## config.mk

```make
export PLATFORM = sky130hd
export DESIGN_NAME = snap_read_regs
export DESIGN_NICKNAME = d
export VERILOG_FILES = /design/src/rtl/snap_pkg.sv /design/src/rtl/snap_channel.sv /design/src/rtl/snap_addr_decode.sv /design/src/rtl/snap_read_regs.sv
export SDC_FILE = /design/constraint.sdc
export NUM_CORES = 1
export LEC_CHECK = 0
export ABC_AREA = 1
export BUFFER_PORTS_ARGS = -buffer_cell sky130_fd_sc_hd__buf_2
export CAP_MARGIN = 20
export CORE_MARGIN = 3
export CORE_UTILIZATION = 52
export DETAILED_ROUTE_END_ITERATION = 6
export PLACE_DENSITY = 0.84
export SETUP_SLACK_MARGIN = 0.15
export SLEW_MARGIN = 10
export SYNTH_ARGS = -nofsm -noshare
export SYNTH_HDL_FRONTEND = slang
export SYNTH_SLANG_ARGS = --single-unit
export TNS_END_PERCENT = 50
```

## constraint.sdc

```tcl
create_clock -name clk -period 0.95 [get_ports clk]
set_input_delay 0.19 -clock clk [delete_from_list [all_inputs] [get_ports clk]]
set_output_delay 0.19 -clock clk [all_outputs]
set_load 0.005 [all_outputs]
```

## src/rtl/snap_pkg.sv

```systemverilog
package snap_pkg;
    localparam int BYTE_W       = 8;
    localparam int BYTES_PER_CH = 3;

    typedef enum logic [1:0] {
        SEL_LO   = 2'd0,
        SEL_MID  = 2'd1,
        SEL_HI   = 2'd2,
        SEL_NONE = 2'd3
    } byte_sel_e;
endpackage

```

## src/rtl/snap_channel.sv

```systemverilog
module snap_channel #(
    parameter int DATA_W = 24
) (
    input  logic              clk,
    input  logic              rst_n,
    input  logic              cap_i,
    input  logic [DATA_W-1:0] live_i,
    output logic [DATA_W-1:0] snap_o
);
    typedef struct packed {
        logic [DATA_W-1:0] snap;
    } chan_state_t;

    chan_state_t s_d, s_q;

    always_comb begin
        s_d = s_q;
        if (cap_i) begin
            s_d.snap = live_i;
        end
    end

    always_ff @(posedge clk or negedge rst_n) begin
        if (!rst_n) begin
            s_q <= '0;
        end else begin
            s_q <= s_d;
        end
    end

    assign snap_o = s_q.snap;

    AST_SNAP_CAPTURE: assert property (@(posedge clk) disable iff (!rst_n)
        cap_i |=> snap_o == $past(live_i));
    AST_SNAP_HOLD: assert property (@(posedge clk) disable iff (!rst_n)
        !cap_i |=> $stable(snap_o));
endmodule

```

## src/rtl/snap_addr_decode.sv

```systemverilog
module snap_addr_decode
    import snap_pkg::*;
#(
    parameter int NUM_CH     = 3,
    parameter int STAT_BYTES = 2,
    parameter int ADDR_W     = 4,
    parameter int CH_IDX_W   = (NUM_CH > 1) ? $clog2(NUM_CH) : 1,
    parameter int ST_IDX_W   = (STAT_BYTES > 1) ? $clog2(STAT_BYTES) : 1
) (
    input  logic                clk,
    input  logic                rst_n,
    input  logic                rd_en_i,
    input  logic [ADDR_W-1:0]   addr_i,
    output logic                hit_o,
    output logic                is_stat_o,
    output byte_sel_e           bsel_o,
    output logic [CH_IDX_W-1:0] ch_idx_o,
    output logic [ST_IDX_W-1:0] st_idx_o,
    output logic [NUM_CH-1:0]   cap_o
);
    localparam int CH_SPAN  = BYTES_PER_CH * NUM_CH;
    localparam int MAP_SIZE = CH_SPAN + STAT_BYTES;

    int a_int;
    int ch_int;
    int pos_int;

    always_comb begin
        a_int     = int'(addr_i);
        ch_int    = 0;
        pos_int   = 0;
        hit_o     = 1'b0;
        is_stat_o = 1'b0;
        bsel_o    = SEL_NONE;
        ch_idx_o  = '0;
        st_idx_o  = '0;
        if (a_int < CH_SPAN) begin
            hit_o    = 1'b1;
            ch_int   = a_int / BYTES_PER_CH;
            pos_int  = a_int % BYTES_PER_CH;
            ch_idx_o = CH_IDX_W'(ch_int);
            bsel_o   = byte_sel_e'(pos_int[1:0]);
        end else if (a_int < MAP_SIZE) begin
            hit_o     = 1'b1;
            is_stat_o = 1'b1;
            st_idx_o  = ST_IDX_W'(a_int - CH_SPAN);
        end
    end

    for (genvar c = 0; c < NUM_CH; c++) begin : g_cap
        assign cap_o[c] = rd_en_i && hit_o && !is_stat_o &&
                          (bsel_o == SEL_HI) && (ch_int == c);
    end

    AST_ONE_CAPTURE: assert property (@(posedge clk) disable iff (!rst_n)
        $onehot0(cap_o));
    AST_NO_CAP_IDLE: assert property (@(posedge clk) disable iff (!rst_n)
        !rd_en_i |-> cap_o == '0);
endmodule

```

## src/rtl/snap_read_regs.sv

```systemverilog
module snap_read_regs
    import snap_pkg::*;
#(
    parameter int NUM_CH     = 3,
    parameter int STAT_BYTES = 2,
    parameter int ADDR_W     = 4,
    parameter int DATA_W     = 24
) (
    input  logic                       clk,
    input  logic                       rst_n,
    input  logic                       rd_en,
    input  logic [ADDR_W-1:0]          rd_addr,
    input  logic [NUM_CH*DATA_W-1:0]   live_data,
    input  logic [STAT_BYTES*8-1:0]    irq_status,
    output logic [7:0]                 rd_data
);
    localparam int CH_IDX_W = (NUM_CH > 1) ? $clog2(NUM_CH) : 1;
    localparam int ST_IDX_W = (STAT_BYTES > 1) ? $clog2(STAT_BYTES) : 1;
    localparam int MAP_SIZE = BYTES_PER_CH * NUM_CH + STAT_BYTES;

    initial begin
        if (DATA_W != BYTES_PER_CH * BYTE_W) $error("DATA_W must be three bytes");
        if (MAP_SIZE > (1 << ADDR_W)) $error("ADDR_W too small for the map");
    end

    logic                hit;
    logic                is_stat;
    byte_sel_e           bsel;
    logic [CH_IDX_W-1:0] ch_idx;
    logic [ST_IDX_W-1:0] st_idx;
    logic [NUM_CH-1:0]   cap;
    logic [DATA_W-1:0]   snap_w [NUM_CH];
    logic [DATA_W-1:0]   live_w [NUM_CH];

    snap_addr_decode #(
        .NUM_CH     (NUM_CH),
        .STAT_BYTES (STAT_BYTES),
        .ADDR_W     (ADDR_W),
        .CH_IDX_W   (CH_IDX_W),
        .ST_IDX_W   (ST_IDX_W)
    ) u_decode (
        .clk       (clk),
        .rst_n     (rst_n),
        .rd_en_i   (rd_en),
        .addr_i    (rd_addr),
        .hit_o     (hit),
        .is_stat_o (is_stat),
        .bsel_o    (bsel),
        .ch_idx_o  (ch_idx),
        .st_idx_o  (st_idx),
        .cap_o     (cap)
    );

    for (genvar c = 0; c < NUM_CH; c++) begin : g_ch
        assign live_w[c] = live_data[c*DATA_W +: DATA_W];
        snap_channel #(.DATA_W(DATA_W)) u_chan (
            .clk    (clk),
            .rst_n  (rst_n),
            .cap_i  (cap[c]),
            .live_i (live_w[c]),
            .snap_o (snap_w[c])
        );
    end

    typedef struct packed {
        logic [7:0] rd_data;
    } rd_state_t;

    rd_state_t s_d, s_q;

    always_comb begin
        s_d = s_q;
        if (rd_en) begin
            s_d.rd_data = '0;
            if (hit && is_stat) begin
                s_d.rd_data = irq_status[st_idx*8 +: 8];
            end else if (hit) begin
                case (bsel)
                    SEL_LO:  s_d.rd_data = snap_w[ch_idx][7:0];
                    SEL_MID: s_d.rd_data = snap_w[ch_idx][15:8];
                    SEL_HI:  s_d.rd_data = live_w[ch_idx][23:16];
                    default: s_d.rd_data = '0;
                endcase
            end
        end
    end

    always_ff @(posedge clk or negedge rst_n) begin
        if (!rst_n) begin
            s_q <= '0;
        end else begin
            s_q <= s_d;
        end
    end

    assign rd_data = s_q.rd_data;

    AST_RD_HOLD: assert property (@(posedge clk) disable iff (!rst_n)
        !rd_en |=> $stable(rd_data));
    AST_UNMAPPED_ZERO: assert property (@(posedge clk) disable iff (!rst_n)
        (rd_en && !hit) |=> rd_data == 8'h00);
    AST_HI_MATCHES_SNAP: assert property (@(posedge clk) disable iff (!rst_n)
        (rd_en && hit && !is_stat && bsel == SEL_HI) |=>
        rd_data == snap_w[$past(ch_idx)][23:16]);
endmodule

```

# Word level (Yosys, flattened, before mapping)
# Index checks and enable logic that the tools add are counted.
word_totals:
  inputBits: 95
  reg_bits: 80
  output_inout_bits: 8
  word_cells: 43
op_classes:
  reduce_logical: 10
  n_shift: 1
  n_addsub: 1
  order_cmp: 3
  mux: 17
  div_mod_pow: 2
  n_bitwise: 1
  eq_ne: 4
ops:
  columns: ["operator", "n"]
  rows:
  - ["$bmux 24 s2", 2]
  - ["$mux 24", 2]
  - ["$div 5x3->32 const B", 1]
  - ["$eq 32x2->1 const B", 1]
  - ["$eq 32x3->1 const B", 1]
  - ["$logic_not 32->1", 1]
  - ["$mod 5x3->32 const B", 1]
  - ["$mux 16", 2]
  - ["$mux 32", 1]
  - ["$pmux 8 s3", 1]
  - ["$mux 8", 2]
  - ["$shiftx 16x5->8", 1]
  - ["$lt 4x4->1 const B", 2]
  - ["$logic_and 1x1->1", 7]
  - ["$mux 1", 5]
  - ["$mux 2", 2]
  - ["$ge 3x3->1 const B", 1]
  - ["$not 2->3", 1]
  - ["$eq 2x1->1 const B", 1]
  - ["$eq 2x2->1 const B", 1]
  - ["$logic_not 2->1", 1]
  - ["$logic_not 1->1", 1]
  - ["$sub 1x1->1 const B", 1]

# Depth between registers and ports, before layout
depth:
  word_depth: 9
  depth_mapped: 20
  ltp_nobuf: 19

# Cells and area by module
# From an unflattened synthesis, not the netlist that was laid out.
hier_totals:
  cells_unflattened: 646
  area_unflattened_um2: 4679.5
modules_own_cells:
  columns: ["mod", "seq_area_each_um2", "n_inst", "area_each_um2", "cells_each"]
  rows:
  - ["snap_channel", 600.6, 3, 974.7, 102]
  - ["snap_read_regs", 200.2, 1, 1438.9, 284]
  - ["snap_addr_decode", 0.0, 1, 316.6, 56]

# Worst setup path after synthesis
# Ideal clock, no wire load.
synth_path:
  path_type: "in2reg"
  startpoint: "in rd_addr[3]"
  endpoint: "reg g_ch[1].u_chan.s_q (netlist bit g_ch[1].u_chan.snap_o[10])"
  arrival_ns: 2.309
  setup_time_ns: 0.121
  cell_stages: 20
  required_time_ns: 0.829
  path_buffers: 4
  setup_slack_ns: -1.479
  cell_sequence: "buf_4 nor2_1 ha_1 nand3_1 nand3_1 nand2_1 nand2_1 inv_1 ha_1 inv_1 nand3_2 buf_6 nand3b_1 nand2_1 nor2_2 buf_4 nand3_4 buf_2 nand2_1 o21ai_1"
synth_via:
  elab_chain_cells: 7
  elab_cells_between_ends: 16
  classes_between: "div: 2; order compare: 2; eq/ne: 2; mux: 5; reduce/logical: 5"
synth_rtl:
  columns: ["item", "line", "text"]
  rows:
  - ["from (decl)", "snap_read_regs.sv:12", "input logic [ADDR_W-1:0] rd_addr,"]
  - ["branches (longest 6 deep; another with $div 5x3->32)", null, null]
  - ["$logic_and 1x1->1 *", "snap_addr_decode.sv:52", "(bsel_o == SEL_HI) && (ch_int == c);"]
  - ["to (signal assigned)", "snap_channel.sv:25", "s_q <= '0;"]
  - ["to (signal assigned)", "snap_channel.sv:27", "s_q <= s_d;"]
  - ["to (decl)", "snap_channel.sv:14", "chan_state_t s_d, s_q;"]
# Mark *: on every way between the ends.
# A chain may end at the register's enable or synchronous reset.

# Worst setup path after layout
layout_path:
  startpoint: "in rd_addr[3]"
  endpoint: "reg s_q (netlist bit rd_data[0])"
layout_via:
  elab_chain_cells: 9
  elab_cells_between_ends: 26
  classes_between: "div: 2; order compare: 2; eq/ne: 2; shift: 1; mux: 16; bitwise: 1; reduce/logical: 2"
layout_rtl:
  columns: ["item", "line", "text"]
  rows:
  - ["$div 5x3->32 or $lt 4x4->1 (tied branches)", "snap_addr_decode.sv:39, snap_addr_decode.sv:37", null]
  - ["$mux 2", "snap_addr_decode.sv:37", "if (a_int < CH_SPAN) begin"]
  - ["$not 2->3 (not written as such)", "snap_read_regs.sv:79, snap_read_regs.sv:80, snap_read_regs.sv:81", null]
  - ["$bmux 24 s2, on equally long branches", "snap_read_regs.sv:81, snap_read_regs.sv:79, snap_read_regs.sv:80", null]
  - ["$mux 24 (not written as such) or $mux 16 (tied branches) (2 in a row)", "snap_read_regs.sv:81, snap_read_regs.sv:80", null]
  - ["$pmux 8 s3", "snap_read_regs.sv:78", "case (bsel)"]
  - ["$mux 8", "snap_read_regs.sv:77", "end else if (hit) begin"]
  - ["$mux 8 *", "snap_read_regs.sv:75", "if (hit && is_stat) begin"]
  - ["to (signal assigned)", "snap_read_regs.sv:90", "s_q <= '0;"]
  - ["to (signal assigned)", "snap_read_regs.sv:92", "s_q <= s_d;"]
  - ["to (decl)", "snap_read_regs.sv:69", "rd_state_t s_d, s_q;"]
# Every way passes the cells marked *; elsewhere a longest branch is shown, timed or not. The select of a mux whose other input is x is not followed.

==> impl_metrics.csv <==
group,metric,value,unit
grt,grt_max_degree,57,
yosys,netlist_instances,474,
sta,hold_viol,0,
worst_setup_path,r2r_start,"g_ch[1].u_chan.snap_o[14]",
clock_network,clk_latency,0.32,ns
sta,fin_crit,2.36,ns
grt,grt_pass1_wl,17900,um
routing,vias_per_cell,6.17,
clock_network,numCtsBuffers,5,
grt,antenna_found_initial,0,
sta,worst_slack,-1.41,ns
yosys,yosysTopAreaCell,"dfrtp_1",
worst_setup_path,path_buf_inv,7,
yosys,synth.most_common_cell,"nand2_1",
sta,tightestPinTransition,0.465,ns
worst_hold_path,whs_path_depth,3,
grt,grt_pass1_vias,3842,
status,status,"complete, but fails checks",
clock_network,path_clk_slew,0.12,ns
power,power_density,1630,nW/um^2
grt,gr-total-overflow,0,
clock_network,cts_tree,"yes",
yosys,syn_avg_cell_area,7.19,um^2
die,initial_utilization,55.6,%
yosys,synth_cell_types,26,
sta,drv_slew,0,
die,die_area,7560,um^2
yosys,synth_area_leaders,"dfrtp_1 41%, nand2_1 13%, nand3_1 9.6%",
routing,num_vias,4418,
flow_run,cap_violations,0,
sta,skew,0.0140,ns
sta,period_share,249,%
yosys,synthFlopType,"dfrtp_1",
worst_setup_path,r2r_setup_slack,-0.27,ns
clock_network,ctsRootBufferMaster,"clkbuf_8",
worst_setup_path,slowest_stage,"ha_4",
sta,hold_ws,0.0893,ns
worst_setup_path,slowest_delay,0.27,ns
power,peakVddDrop,1.31,mV
worst_hold_path,worstHoldPathType,"input pin to flip-flop",
cells_and_area,nets,739,
routing,wl_per_cell,20.0,um
worst_setup_path,r2r-end,"rd_data[6]",
worst_setup_path,worstSetupPathType,"input pin to flip-flop",
sta,rsz0062_at_grt,"yes",
yosys,syn_area,3410,um^2
yosys,ys_async_sr_fraction,100,%
sta,worst_slew_margin_rel,68.9,%
worst_setup_path,ff2ff_path_depth,6,
routing,wirelength,14300,um
cells_and_area,n_antenna_cell,0,
cells_and_area,regArea,1400,um^2
worst_setup_path,worstPathArrival,2.60,ns
sta,finalSetupViolCount,64,
routing,drtIter0Drc,556,
sta,max_freq,423,MHz
die,io_pins,103,
status,violations,"DRC, setup timing",
cells_and_area,drive_above_1_share,50.1,%
cells_and_area,multi_input_area,2070,um^2
cells_and_area,fin_cells,716,
routing,first_pass_iters,7,
place,io_buffer_count,102,
yosys,ys_warn_count,0,
yosys,synth_nets,573,
yosys,ys_seq_area_share,41.1,%
yosys,netlist_top_cells_count,"121 x nand2_1, 65 x inv_1, 65 x nand3_1",
grt,grt_use_total,30.5,%
die,coreArea,6130,um^2
worst_setup_path,worstSetupEndpointType,"flip-flop",
clock_network,cts.sinks,56,
worst_setup_path,required,1.19,ns
place,place_inst,678,
die,dieHeight,86.9,um
die,row_count,28,
worst_hold_path,hold_start,"live_data[6]",
sta,fin_setup_tns,-68.13,ns
die,die_w,86.9,um
power,leakage,2.93,nW
yosys,synth_top_cell_area_share,41.1,%
clock_network,cts.htree.levels,2,
cells_and_area,syn2layout_area_growth,58.2,%
worst_setup_path,crit_chain,"buf_8 > ha_4 > nand2_2 > nand3_2 > nand4_1 > nand2_2 > inv_2 > ha_4 > inv_4 > buf_4 > nand4_1 > nand3_2 > buf_4 > inv_1 > nor2_1 > buf_4 > nand2_1 > nand3_2 > nor2_2 > nor2_1",
cells_and_area,nFillCells,286,
routing,drc,1,
yosys,yosys_register_bits,56,
worst_setup_path,critical-path-top-delay-family,"simple AND/OR/NAND/NOR gates",
worst_setup_path,crit_fanout,8,
routing,final_antenna_net_count,0,
worst_setup_path,critPathLaunchType,"input pin",
yosys,synth_edf_count,0,
worst_hold_path,whs_endpoint,"g_ch[0].u_chan.snap_o[6]",
place,gp_congestion,0.930,
clock_network,clockBufferDepth,2,
place,dpl.hpwl,7280,um
-- flip-flops by register name (all words and copies together), names as in the netlist --
signal	flops
rd_data	8
g_ch.u_chan.snap_o	48
-- worst max path at each step --
stage                          start                        end  slack [ns]  cells past startpoint
after global placement    rd_addr[3]                 rd_data[2]       -1.48                     20
final                     rd_addr[3]                 rd_data[0]       -1.41                     20
after detailed placement  rd_addr[3]  g_ch[2].u_chan.snap_o[11]       -1.57                     19
after global routing      rd_addr[2]                 rd_data[0]       -1.47                     21
after CTS                 rd_addr[3]                 rd_data[5]       -1.03                     20
after floorplan           rd_addr[2]  g_ch[1].u_chan.snap_o[12]       -1.34                     20
-- metrics by stage --
stage | power (mW) | instance area (um^2) | worst slack [ns] | util, %
floorplan | 4.86 | 3450 | -1.34 | -
global placement | 5.92 | 4390 | -1.48 | 71.6
detailed placement | 6.04 | 4390 | -1.57 | 71.6
CTS | 7.82 | 4990 | -1.03 | 81.4
global route | 9.19 | 5390 | -1.47 | 87.9
finish | 8.80 | 5390 | -1.41 | 87.9
-- worst register-to-register path, delay by kind of cell (launching register included) --
family / cells / cell delay (ns)
and+or+nand+nor: 6 / 0.71
DFF: 1 / 0.41
-- where the power goes --
group	leakage (nW)	total, mW	internal [mW]	switching, mW
clock	0.0463	1.42	0.544	0.879
sequential	0.715	3.77	3.11	0.653
combinational	2.17	3.61	1.75	1.86
-- cell families (layout without fill, tap and decap cells) --
kind of cell / count (synthesis) / after routing / share of synthesized area, %
simple gates: 253 / 253 / 33.9
buf+inv: 96 / 263 / 12.4
compound gates: 65 / 65 / 11.1
flops: 56 / 56 / 41.1
fa+ha+maj: 4 / 4 / 1.47
-- final cells by class --
class                   instances  area share (%)
clock buffers                   5            1.28
multi-input cells             322            38.4
well taps                      75            1.74
clock inverters                 3           0.511
flip-flops and latches         56            26.0
inverters                      66            4.69
repair buffers                189            27.4
-- cells in the final DEF, fill, tap and decap left out, types with 2 or more instances in the layout --
master,synthesis,routed
o21ai_0,20,6
buf_12,0,9
nand3_2,1,28
o21ai_1,27,28
nand2_2,3,41
nand2_4,0,16
ha_4,0,3
buf_8,0,2
clkbuf_16,0,4
buf_2,7,100
buf_6,5,13
inv_1,65,63
nand4_1,27,27
clkbuf_8,0,5
nor2_1,31,24
nand3_4,2,3
nor2_2,1,6
nand2_1,121,67
buf_4,4,56
o21ai_2,8,20
buf_16,0,3
inv_4,0,2
nor2_4,1,3
nand3_1,65,37
dfrtp_1,56,56
a31oi_1,3,3
o211ai_1,5,5
-- repair_timing --
action | CTS | global route
setup buffers | 18 | 2
hold endpoints to repair | 56 | 0
setup endpoints to repair | 64 | 64
gates resized for setup | 76 | 84
pin swaps | 38 | 19
hold buffers | 1 | 0
cloned | 4 | 5
-- metal layers --
metal	part of all wire, %	GRT usage [%]	vias up
met5	0	0	-
met4	7.1	13.5	0
met3	11	4.64	106
met2	47	53.6	406
met1	34	36.7	2029
li1	-	-	1877
Note: power is estimated with default switching activity, not from simulation.
